==> config.mk <==
export PLATFORM = sky130hd
export DESIGN_NAME = buswd_top
export DESIGN_NICKNAME = d
export VERILOG_FILES = /design/src/rtl/buswd_pkg.sv /design/src/rtl/buswd_sync.sv /design/src/rtl/buswd_seq.sv /design/src/rtl/buswd_timer.sv /design/src/rtl/buswd_top.sv
export SDC_FILE = /design/constraint.sdc
export NUM_CORES = 1
export LEC_CHECK = 0
export BUFFER_PORTS_ARGS = -buffer_cell sky130_fd_sc_hd__buf_2
export CORE_UTILIZATION = 54
export DETAILED_ROUTE_END_ITERATION = 6
export PLACE_DENSITY = 0.75
export SETUP_SLACK_MARGIN = 0.5
export SYNTH_ARGS = -nofsm -noshare
export SYNTH_HDL_FRONTEND = slang
export SYNTH_SLANG_ARGS = --single-unit
==> constraint.sdc <==
create_clock -name clk -period 1.74 [get_ports clk]
set_clock_uncertainty 0.15 [all_clocks]
set_input_delay 0 -clock clk [delete_from_list [all_inputs] [get_ports clk]]
set_output_delay 0 -clock clk [all_outputs]
set_load 0.05 [all_outputs]
==> src/rtl/buswd_pkg.sv <==
package buswd_pkg;
  typedef enum logic [1:0] {
    SEL_SHORT = 2'd0,
    SEL_MID   = 2'd1,
    SEL_LONG  = 2'd2,
    SEL_OFF   = 2'd3
  } wd_sel_e;

  typedef enum logic [1:0] {
    TRK_IDLE  = 2'd0,
    TRK_START = 2'd1,
    TRK_LOW   = 2'd2,
    TRK_HIGH  = 2'd3
  } trk_state_e;
endpackage

==> src/rtl/buswd_sync.sv <==
module buswd_sync #(
  parameter int W = 2
) (
  input  logic         clk,
  input  logic         rst_n,
  input  logic [W-1:0] d_in,
  output logic [W-1:0] d_sync
);
  logic [W-1:0] meta_q;
  logic [W-1:0] sync_q;

  // idle bus lines are high, so reset to ones
  always_ff @(posedge clk or negedge rst_n) begin
    if (!rst_n) begin
      meta_q <= '1;
      sync_q <= '1;
    end else begin
      meta_q <= d_in;
      sync_q <= meta_q;
    end
  end

  assign d_sync = sync_q;
endmodule

==> src/rtl/buswd_seq.sv <==
module buswd_seq
  import buswd_pkg::*;
(
  input  logic clk,
  input  logic rst_n,
  input  logic scl,
  input  logic sda,
  output logic kick
);
  logic       scl_q, sda_q;
  trk_state_e state_q, state_n;
  logic       bus_start, bus_stop, scl_fall, scl_rise;

  assign bus_start = scl & scl_q & sda_q & ~sda;
  assign bus_stop  = scl & scl_q & ~sda_q & sda;
  assign scl_fall  = scl_q & ~scl;
  assign scl_rise  = ~scl_q & scl;

  always_comb begin
    state_n = state_q;
    kick    = 1'b0;
    if (bus_start) begin
      state_n = TRK_START;
    end else if (bus_stop) begin
      kick    = (state_q == TRK_HIGH);
      state_n = TRK_IDLE;
    end else begin
      unique case (state_q)
        TRK_START: if (scl_fall) state_n = TRK_LOW;
        TRK_LOW:   if (scl_rise) state_n = TRK_HIGH;
        default:   state_n = state_q;
      endcase
    end
  end

  always_ff @(posedge clk or negedge rst_n) begin
    if (!rst_n) begin
      scl_q   <= 1'b1;
      sda_q   <= 1'b1;
      state_q <= TRK_IDLE;
    end else begin
      scl_q   <= scl;
      sda_q   <= sda;
      state_q <= state_n;
    end
  end


  kick_idle_chk: assert property (@(posedge clk) disable iff (!rst_n)
    kick |=> (state_q == TRK_IDLE));


  start_rearm_chk: assert property (@(posedge clk) disable iff (!rst_n)
    bus_start |=> (state_q == TRK_START));


  idle_hold_chk: assert property (@(posedge clk) disable iff (!rst_n)
    (state_q == TRK_IDLE && !bus_start) |=> (state_q == TRK_IDLE));
endmodule

==> src/rtl/buswd_timer.sv <==
module buswd_timer
  import buswd_pkg::*;
#(
  parameter int LIM_SHORT = 25,
  parameter int LIM_MID   = 200,
  parameter int LIM_LONG  = 1400
) (
  input  logic       clk,
  input  logic       rst_n,
  input  logic       ms_tick,
  input  logic       kick,
  input  logic [1:0] period_sel,
  output logic       wdo
);
  localparam int LIM_MAX = (LIM_LONG > LIM_MID) ?
                           ((LIM_LONG > LIM_SHORT) ? LIM_LONG : LIM_SHORT) :
                           ((LIM_MID > LIM_SHORT) ? LIM_MID : LIM_SHORT);
  localparam int CW = $clog2(LIM_MAX + 1);

  logic [CW-1:0] cnt_q, cnt_n, cnt_inc, limit;
  logic          wdo_q, wdo_n;
  logic [1:0]    sel_q;
  logic          sel_chg, is_off;

  assign sel_chg = (period_sel != sel_q);
  assign is_off  = (period_sel == SEL_OFF);
  assign cnt_inc = cnt_q + 1'b1;

  always_comb begin
    unique case (period_sel)
      SEL_SHORT: limit = CW'(LIM_SHORT);
      SEL_MID:   limit = CW'(LIM_MID);
      SEL_LONG:  limit = CW'(LIM_LONG);
      default:   limit = '0;
    endcase
  end

  always_comb begin
    cnt_n = cnt_q;
    wdo_n = wdo_q;
    if (is_off || kick || sel_chg) begin
      cnt_n = '0;
      wdo_n = 1'b0;
    end else if (ms_tick && !wdo_q) begin
      cnt_n = cnt_inc;
      wdo_n = (cnt_inc == limit);
    end
  end

  always_ff @(posedge clk or negedge rst_n) begin
    if (!rst_n) begin
      cnt_q <= '0;
      wdo_q <= 1'b0;
      sel_q <= SEL_OFF;
    end else begin
      cnt_q <= cnt_n;
      wdo_q <= wdo_n;
      sel_q <= period_sel;
    end
  end

  assign wdo = wdo_q;


  off_quiet_chk: assert property (@(posedge clk) disable iff (!rst_n)
    is_off |=> (!wdo_q && cnt_q == '0));


  kick_clear_chk: assert property (@(posedge clk) disable iff (!rst_n)
    kick |=> (!wdo_q && cnt_q == '0));


  wdo_hold_chk: assert property (@(posedge clk) disable iff (!rst_n)
    (wdo_q && !kick && !sel_chg && !is_off) |=> wdo_q);


  no_tick_chk: assert property (@(posedge clk) disable iff (!rst_n)
    (!ms_tick && !kick && !sel_chg && !is_off) |=> $stable(cnt_q));


  cnt_bound_chk: assert property (@(posedge clk) disable iff (!rst_n)
    (!sel_chg && !is_off) |-> (cnt_q <= limit));
endmodule

==> src/rtl/buswd_top.sv <==
module buswd_top #(
  parameter int LIM_SHORT = 25,
  parameter int LIM_MID   = 200,
  parameter int LIM_LONG  = 1400
) (
  input  logic       clk,
  input  logic       rst_n,
  input  logic       ms_tick,
  input  logic       scl_in,
  input  logic       sda_in,
  input  logic [1:0] period_sel,
  output logic       wdo
);
  logic [1:0] lines_sync;
  logic       kick;

  buswd_sync #(.W(2)) u_sync (
    .clk    (clk),
    .rst_n  (rst_n),
    .d_in   ({scl_in, sda_in}),
    .d_sync (lines_sync)
  );

  buswd_seq u_seq (
    .clk   (clk),
    .rst_n (rst_n),
    .scl   (lines_sync[1]),
    .sda   (lines_sync[0]),
    .kick  (kick)
  );

  buswd_timer #(
    .LIM_SHORT (LIM_SHORT),
    .LIM_MID   (LIM_MID),
    .LIM_LONG  (LIM_LONG)
  ) u_timer (
    .clk        (clk),
    .rst_n      (rst_n),
    .ms_tick    (ms_tick),
    .kick       (kick),
    .period_sel (period_sel),
    .wdo        (wdo)
  );


  reset_low_chk: assert property (@(posedge clk)
    !rst_n |=> !wdo);
endmodule

=== Word-level counts from Yosys, hierarchy flattened ===
Cells that the tools add are included.

* Logic and storage cells: 50
* Bits of input ports: 7
* Register bits: 22
* Output and inout bits: 1

* Reductions and logical operators: 8
* Equal/unequal tests: 10
* Bitwise operators: 11
* Add/subtract/negate cells: 1
* Multiplexer cells: 12

{| class="wikitable"
|+ Operators with widths
! cell !! number
|-
| $pmux 11 s3 || 1
|-
| $mux 11 || 2
|-
| $add 11x1->11 const B || 1
|-
| $eq 11x11->1 || 1
|-
| $eq 2x2->1 const B || 4
|-
| $mux 2 || 4
|-
| $ne 4x1->1 const B || 2
|-
| $and 1x1->1 || 7
|-
| $eq 2x1->1 const B || 2
|-
| $mux 1 || 4
|-
| $not 1->1 || 4
|-
| $pmux 2 s2 || 1
|-
| $reduce_bool 4->1 || 1
|-
| $reduce_and 3->1 || 1
|-
| $logic_not 2->1 || 1
|-
| $logic_or 1x1->1 || 2
|-
| $ne 2x2->1 || 1
|-
| $reduce_bool 2->1 || 1
|-
| $logic_and 1x1->1 || 1
|-
| $logic_not 1->1 || 1
|}

=== Logic depth before layout (Yosys ltp) ===
* Depth in word-level cells: 8
* Depth in mapped cells: 8

=== By module ===
Synthesis repeated with hierarchy kept, for this count alone.

* Cells, all modules: 142
* Area, all modules: 1346.3 sq um

{| class="wikitable"
|+ By module, submodules not included
! module !! cells an instance !! area each (sq um) !! instances
|-
| buswd_timer || 112 || 979.7 || 1
|-
| buswd_seq || 26 || 261.5 || 1
|-
| buswd_sync || 4 || 105.1 || 1
|}

=== Least setup slack after synthesis ===
No wires, ideal clock.

* Path kind: register to register
* Start point: register u_timer.wdo_q (netlist: u_timer.wdo)
* End point: register u_timer.cnt_q[10]
* Path buffers: 1
* Cell stages (with the launch flop): 6
* Data required time: 1.512 ns
* Setup time: 0.078 ns
* Setup slack: 0.011 ns
* Period minus slack after synthesis: 1.729 ns
* Arrival: 1.501 ns
* Path through: dfrtp_1 nor2b_1 clkbuf_1 nand3_1 or3_1 a21oi_1

* Longest elaborated chain between the ends: 3

{| class="wikitable"
|+ RTL lines
! what !! RTL line !! RTL
|-
| from (decl) || buswd_timer.sv:21 || <nowiki>logic wdo_q, wdo_n;</nowiki>
|-
| from (signal assigned) || buswd_timer.sv:57 || <nowiki>wdo_q <= wdo_n;</nowiki>
|-
| $logic_not 1->1 || buswd_timer.sv:44 || <nowiki>end else if (ms_tick && !wdo_q) begin</nowiki>
|-
| $logic_and 1x1->1 || buswd_timer.sv:44 ||
|-
| $reduce_bool 2->1 (no source line) || - ||
|-
| to (signal assigned) || buswd_timer.sv:56 || <nowiki>cnt_q <= cnt_n;</nowiki>
|-
| to (decl) || buswd_timer.sv:20 || <nowiki>logic [CW-1:0] cnt_q, cnt_n, cnt_inc, limit;</nowiki>
|}

Every way passes these cells.
A chain may end at the register's enable or synchronous reset.

=== Worst setup path after layout ===
* Start point: register u_timer.cnt_q[1]
* End point: register u_timer.wdo_q (netlist: u_timer.wdo)

* Longest elaborated chain between the ends: 4

{| class="wikitable"
|+ RTL lines
! what !! RTL line !! RTL
|-
| $add 11x1->11 || buswd_timer.sv:27 || <nowiki>assign cnt_inc = cnt_q + 1'b1;</nowiki>
|-
| $eq 11x11->1 || buswd_timer.sv:46 || <nowiki>wdo_n = (cnt_inc == limit);</nowiki>
|-
| $mux 1 || buswd_timer.sv:44 ||
|-
| $mux 1 || buswd_timer.sv:41 || <nowiki>if (is_off || kick || sel_chg) begin</nowiki>
|}

Every way passes these cells. The select of a mux whose other input is x is not followed.

==> flow_metrics.env <==
export IMPL_drt_total_wl_microns=3380
export IMPL_hold_fails_final_rpt=0
export IMPL_synth_fp_nets=166
export IMPL_regArea_sq_um=562
export IMPL_share_clk_of_total_power=0.291
export IMPL_mostFrequentLayoutCells="13 x sky130_fd_sc_hd__buf_4, 13 x sky130_fd_sc_hd__dfrtp_1, 12 x sky130_fd_sc_hd__nand2_1, 9 x sky130_fd_sc_hd__inv_1"
export IMPL_power_report_internal_total_mw=0.963
export IMPL_async_reset_ff_frac=1.00
export IMPL_peakVddDrop_v=0.000762
export IMPL_synth_area_leaders="sky130_fd_sc_hd__dfrtp_1 25%, sky130_fd_sc_hd__dfstp_2 15%, sky130_fd_sc_hd__ha_1 7.9%, sky130_fd_sc_hd__xor2_1 4.9%, sky130_fd_sc_hd__xnor2_1 3.7%"
export IMPL_grt_total_usage=0.280
export IMPL_grt_setup_unrepaired="true"
export IMPL_tightest_slew_ps=490
export IMPL_combinational_fraction_of_design_power=0.269
export IMPL_fin_cells=205
export IMPL_grt_overflow=0
export IMPL_design_die_area_sq_mm=0.00284
export IMPL_port_buffer_count=7
export IMPL_hp_class="input pin to async pin"
export IMPL_multi_input_area_sq_um=917
export IMPL_grt_max_degree=23
export IMPL_total_switching_power_mw=0.386
export IMPL_floorplan_rows=18
export IMPL_fin_area_sq_mm=0.00182
export IMPL_synth_lib_cells_used_distinct=40
export IMPL_run_status="complete, but fails checks"
export IMPL_synthesized_instance_count=150
export IMPL_htree_depth=1
export IMPL_finalNetCount=192
export IMPL_insertedDiodeCount=0
export IMPL_tritoncts_num_buffers=3
export IMPL_largest_fanout_on_the_critical_path=5
export IMPL_cts_tree="done"
export IMPL_layout_core_utilization=0.734
export IMPL_cts_reportedPaths_clkPinSlew_ps=120
export IMPL_routabilityCongestion=0.860
export IMPL_maxSlewViolCount=0
export IMPL_netlist_top_cell_by_area="sky130_fd_sc_hd__dfrtp_1"
export IMPL_detailed_place_area_sq_mm=0.00155
export IMPL_synth_largest_type_area_fraction=0.246
export IMPL_dr_pass1_iters=4
export IMPL_via_density_per_instance=6.06
export IMPL_grt_pass1_vias=1182
export IMPL_grt_pass1_wl_microns=5490
export IMPL_floorplan_die_height_microns=53.3
export IMPL_failed_checks="negative setup slack"
export IMPL_detailedPlacementHpwl_microns=2170
export IMPL_setup_ws_ps=-12.9
export IMPL_synthFlopType="sky130_fd_sc_hd__dfrtp_1"
export IMPL_final_antenna_net_count=0
export IMPL_drv_cap=0
export IMPL_wirelength_per_cell_microns=16.5
export IMPL_power_density_mw_per_mm2=742
export IMPL_post_route_drc_count=0
export IMPL_layout_worst_path_cycle_share=1.01
export IMPL_synth_seq_cells=22
export IMPL_num_fill_cells=192
export IMPL_clkLatencyLatePin_ps=310
export IMPL_crit_required_ps=1790
export IMPL_core_area_sq_mm=0.00248
export IMPL_synth_edff_count=0
export IMPL_floorplan_initialDensity=0.574
export IMPL_worstSetupStartpointType="flip-flop"
export IMPL_netlist_area_pre_place_sq_mm=0.00142
export IMPL_timing_worst_setup_path_type="flip-flop to flip-flop"
export IMPL_cts_max_path_buffers=2
export IMPL_root_buffer="sky130_fd_sc_hd__clkbuf_4"
export IMPL_synthToLayoutAreaGrowth_pct=27.9
export IMPL_min_period_ps=1750
export IMPL_p_seq_frac=0.440
export IMPL_synth_warnings=0
export IMPL_layout_drive_gt1_share=0.366
export IMPL_dr_total_vias=1243
export IMPL_worst_ep_arrival_time_ps=1800
export IMPL_ios=8
export IMPL_power_static_leakage_nw=0.754
export IMPL_grt_antenna_before_repair=0
export IMPL_worst_slew_margin_rel=0.673
export IMPL_switching_share=0.286
export IMPL_setup_total_negative_slack_ps=-12.9
export IMPL_endpoint_kind="flip-flop"
export IMPL_drt_iter0_markers=33
export IMPL_syn_area_per_cell_sq_um=9.48
export IMPL_numPlacedInstances=189
export IMPL_finalSetupViolations=1
export IMPL_cts_num_sinks=22
export IMPL_final_hold_worst_slack_ps=13.4
export IMPL_max_freq_mhz=570
export IMPL_fp_dieW_microns=53.3
export IMPL_ys_seq_area_frac=0.394
[cells in the mapped netlist, drive strengths merged (2+ instances only)]
master and n:
dfrtp 14, nand2 13, ha 9, inv 9, a21oi 8, dfstp 8
nor2 8, xor2 8, o21ai 7, nand3 6, or3 6, xnor2 6
clkbuf 5, nand4 5, a31oi 3, and4 3, buf 3, nand2b 3
nor3 3, nand3b 2, nor2b 2, o221ai 2, o22ai 2
[per-layer routing]
| layer | track usage | share of wire | up-vias |
|---|---|---|---|
| met4 | 0.132 | 0.031 | 0 |
| met5 | 0 | 0 | - |
| met2 | 0.467 | 0.50 | 43 |
| met3 | 0.0632 | 0.040 | 14 |
| met1 | 0.337 | 0.43 | 602 |
| li1 | - | - | 584 |
[critical path: stages (launching register included)]
cell and delay (ps):
sky130_fd_sc_hd__dfrtp_1 450, sky130_fd_sc_hd__ha_4 210, sky130_fd_sc_hd__buf_6 110, sky130_fd_sc_hd__nand4_1 190
sky130_fd_sc_hd__mux2_4 370, sky130_fd_sc_hd__nand4_1 90, sky130_fd_sc_hd__o22ai_1 60
[registers in the layout (all words and copies together), names as in the netlist]
register / flops
u_timer.cnt_q: 11
u_seq.state_q: 2
u_sync.d_sync: 2
u_sync.meta_q: 2
u_timer.sel_q: 2
u_seq.scl_q: 1
u_seq.sda_q: 1
u_timer.wdo: 1
[repair_timing]
action / CTS / global route
resized for setup: 23 / 5
endpoints found under the hold margin: 27 / 0
gates cloned: 1 / 0
setup endpoints to repair: 14 / 14
hold buffers: 6 / 0
setup buffers: 3 / 2
pin swaps: 22 / 3
[through the flow]
step	setup WS, ps	power [mW]
2_1_floorplan	94.0	0.813
3_3_place_gp	-29.9	0.869
3_5_place_dp	-61.3	0.894
4_1_cts	4.97	1.32
5_1_grt	-88.8	1.42
6_report	-12.9	1.35
[power groups by stage]
stage | clock (mW) | combinational (mW) | sequential, mW
finish | 0.392 | 0.363 | 0.594
global placement | 0 | 0.274 | 0.594
CTS | 0.397 | 0.334 | 0.591
global route | 0.414 | 0.406 | 0.599
floorplan | 0 | 0.221 | 0.592
detailed placement | 0 | 0.294 | 0.599
[worst paths after layout]
| path | to | slack (ps) | cells after the start | from |
|---|---|---|---|---|
| max | u_timer.wdo | -10 | 6 | u_timer.cnt_q[1] |
| min reg2reg | u_sync.d_sync[1] | 220 | 0 | u_sync.meta_q[1] |
| min | u_timer.cnt_q[4] | 10 | 2 | rst_n |
| max in group asynchronous | u_timer.wdo | 1070 | 2 | rst_n |
| max reg2reg | u_timer.wdo | -10 | 6 | u_timer.cnt_q[1] |
| min in group clk | u_timer.cnt_q[1] | 30 | 4 | ms_tick |
[cells by family after synthesis]
logic type                 Yosys count  share of synthesized area
buffers and inverters               17                     0.0519
DFF                                 22                      0.394
muxes                                2                     0.0150
xor gates and xnor gates            15                      0.103
and+or+nand+nor                     55                      0.209
adders and majority gates            9                     0.0792
AOI/OAI and AO/OA                   30                      0.148
[layout make-up]
cell class                 instances  area share
timing repair buffer              28       0.118
multi-input combinational        112       0.504
tap                               30      0.0206
sequential                        22       0.309
inverter                           9      0.0186
clock buffer                       3      0.0124
clock inverter                     1      0.0165
No activity file was read; power rests on OpenSTA's default activity.
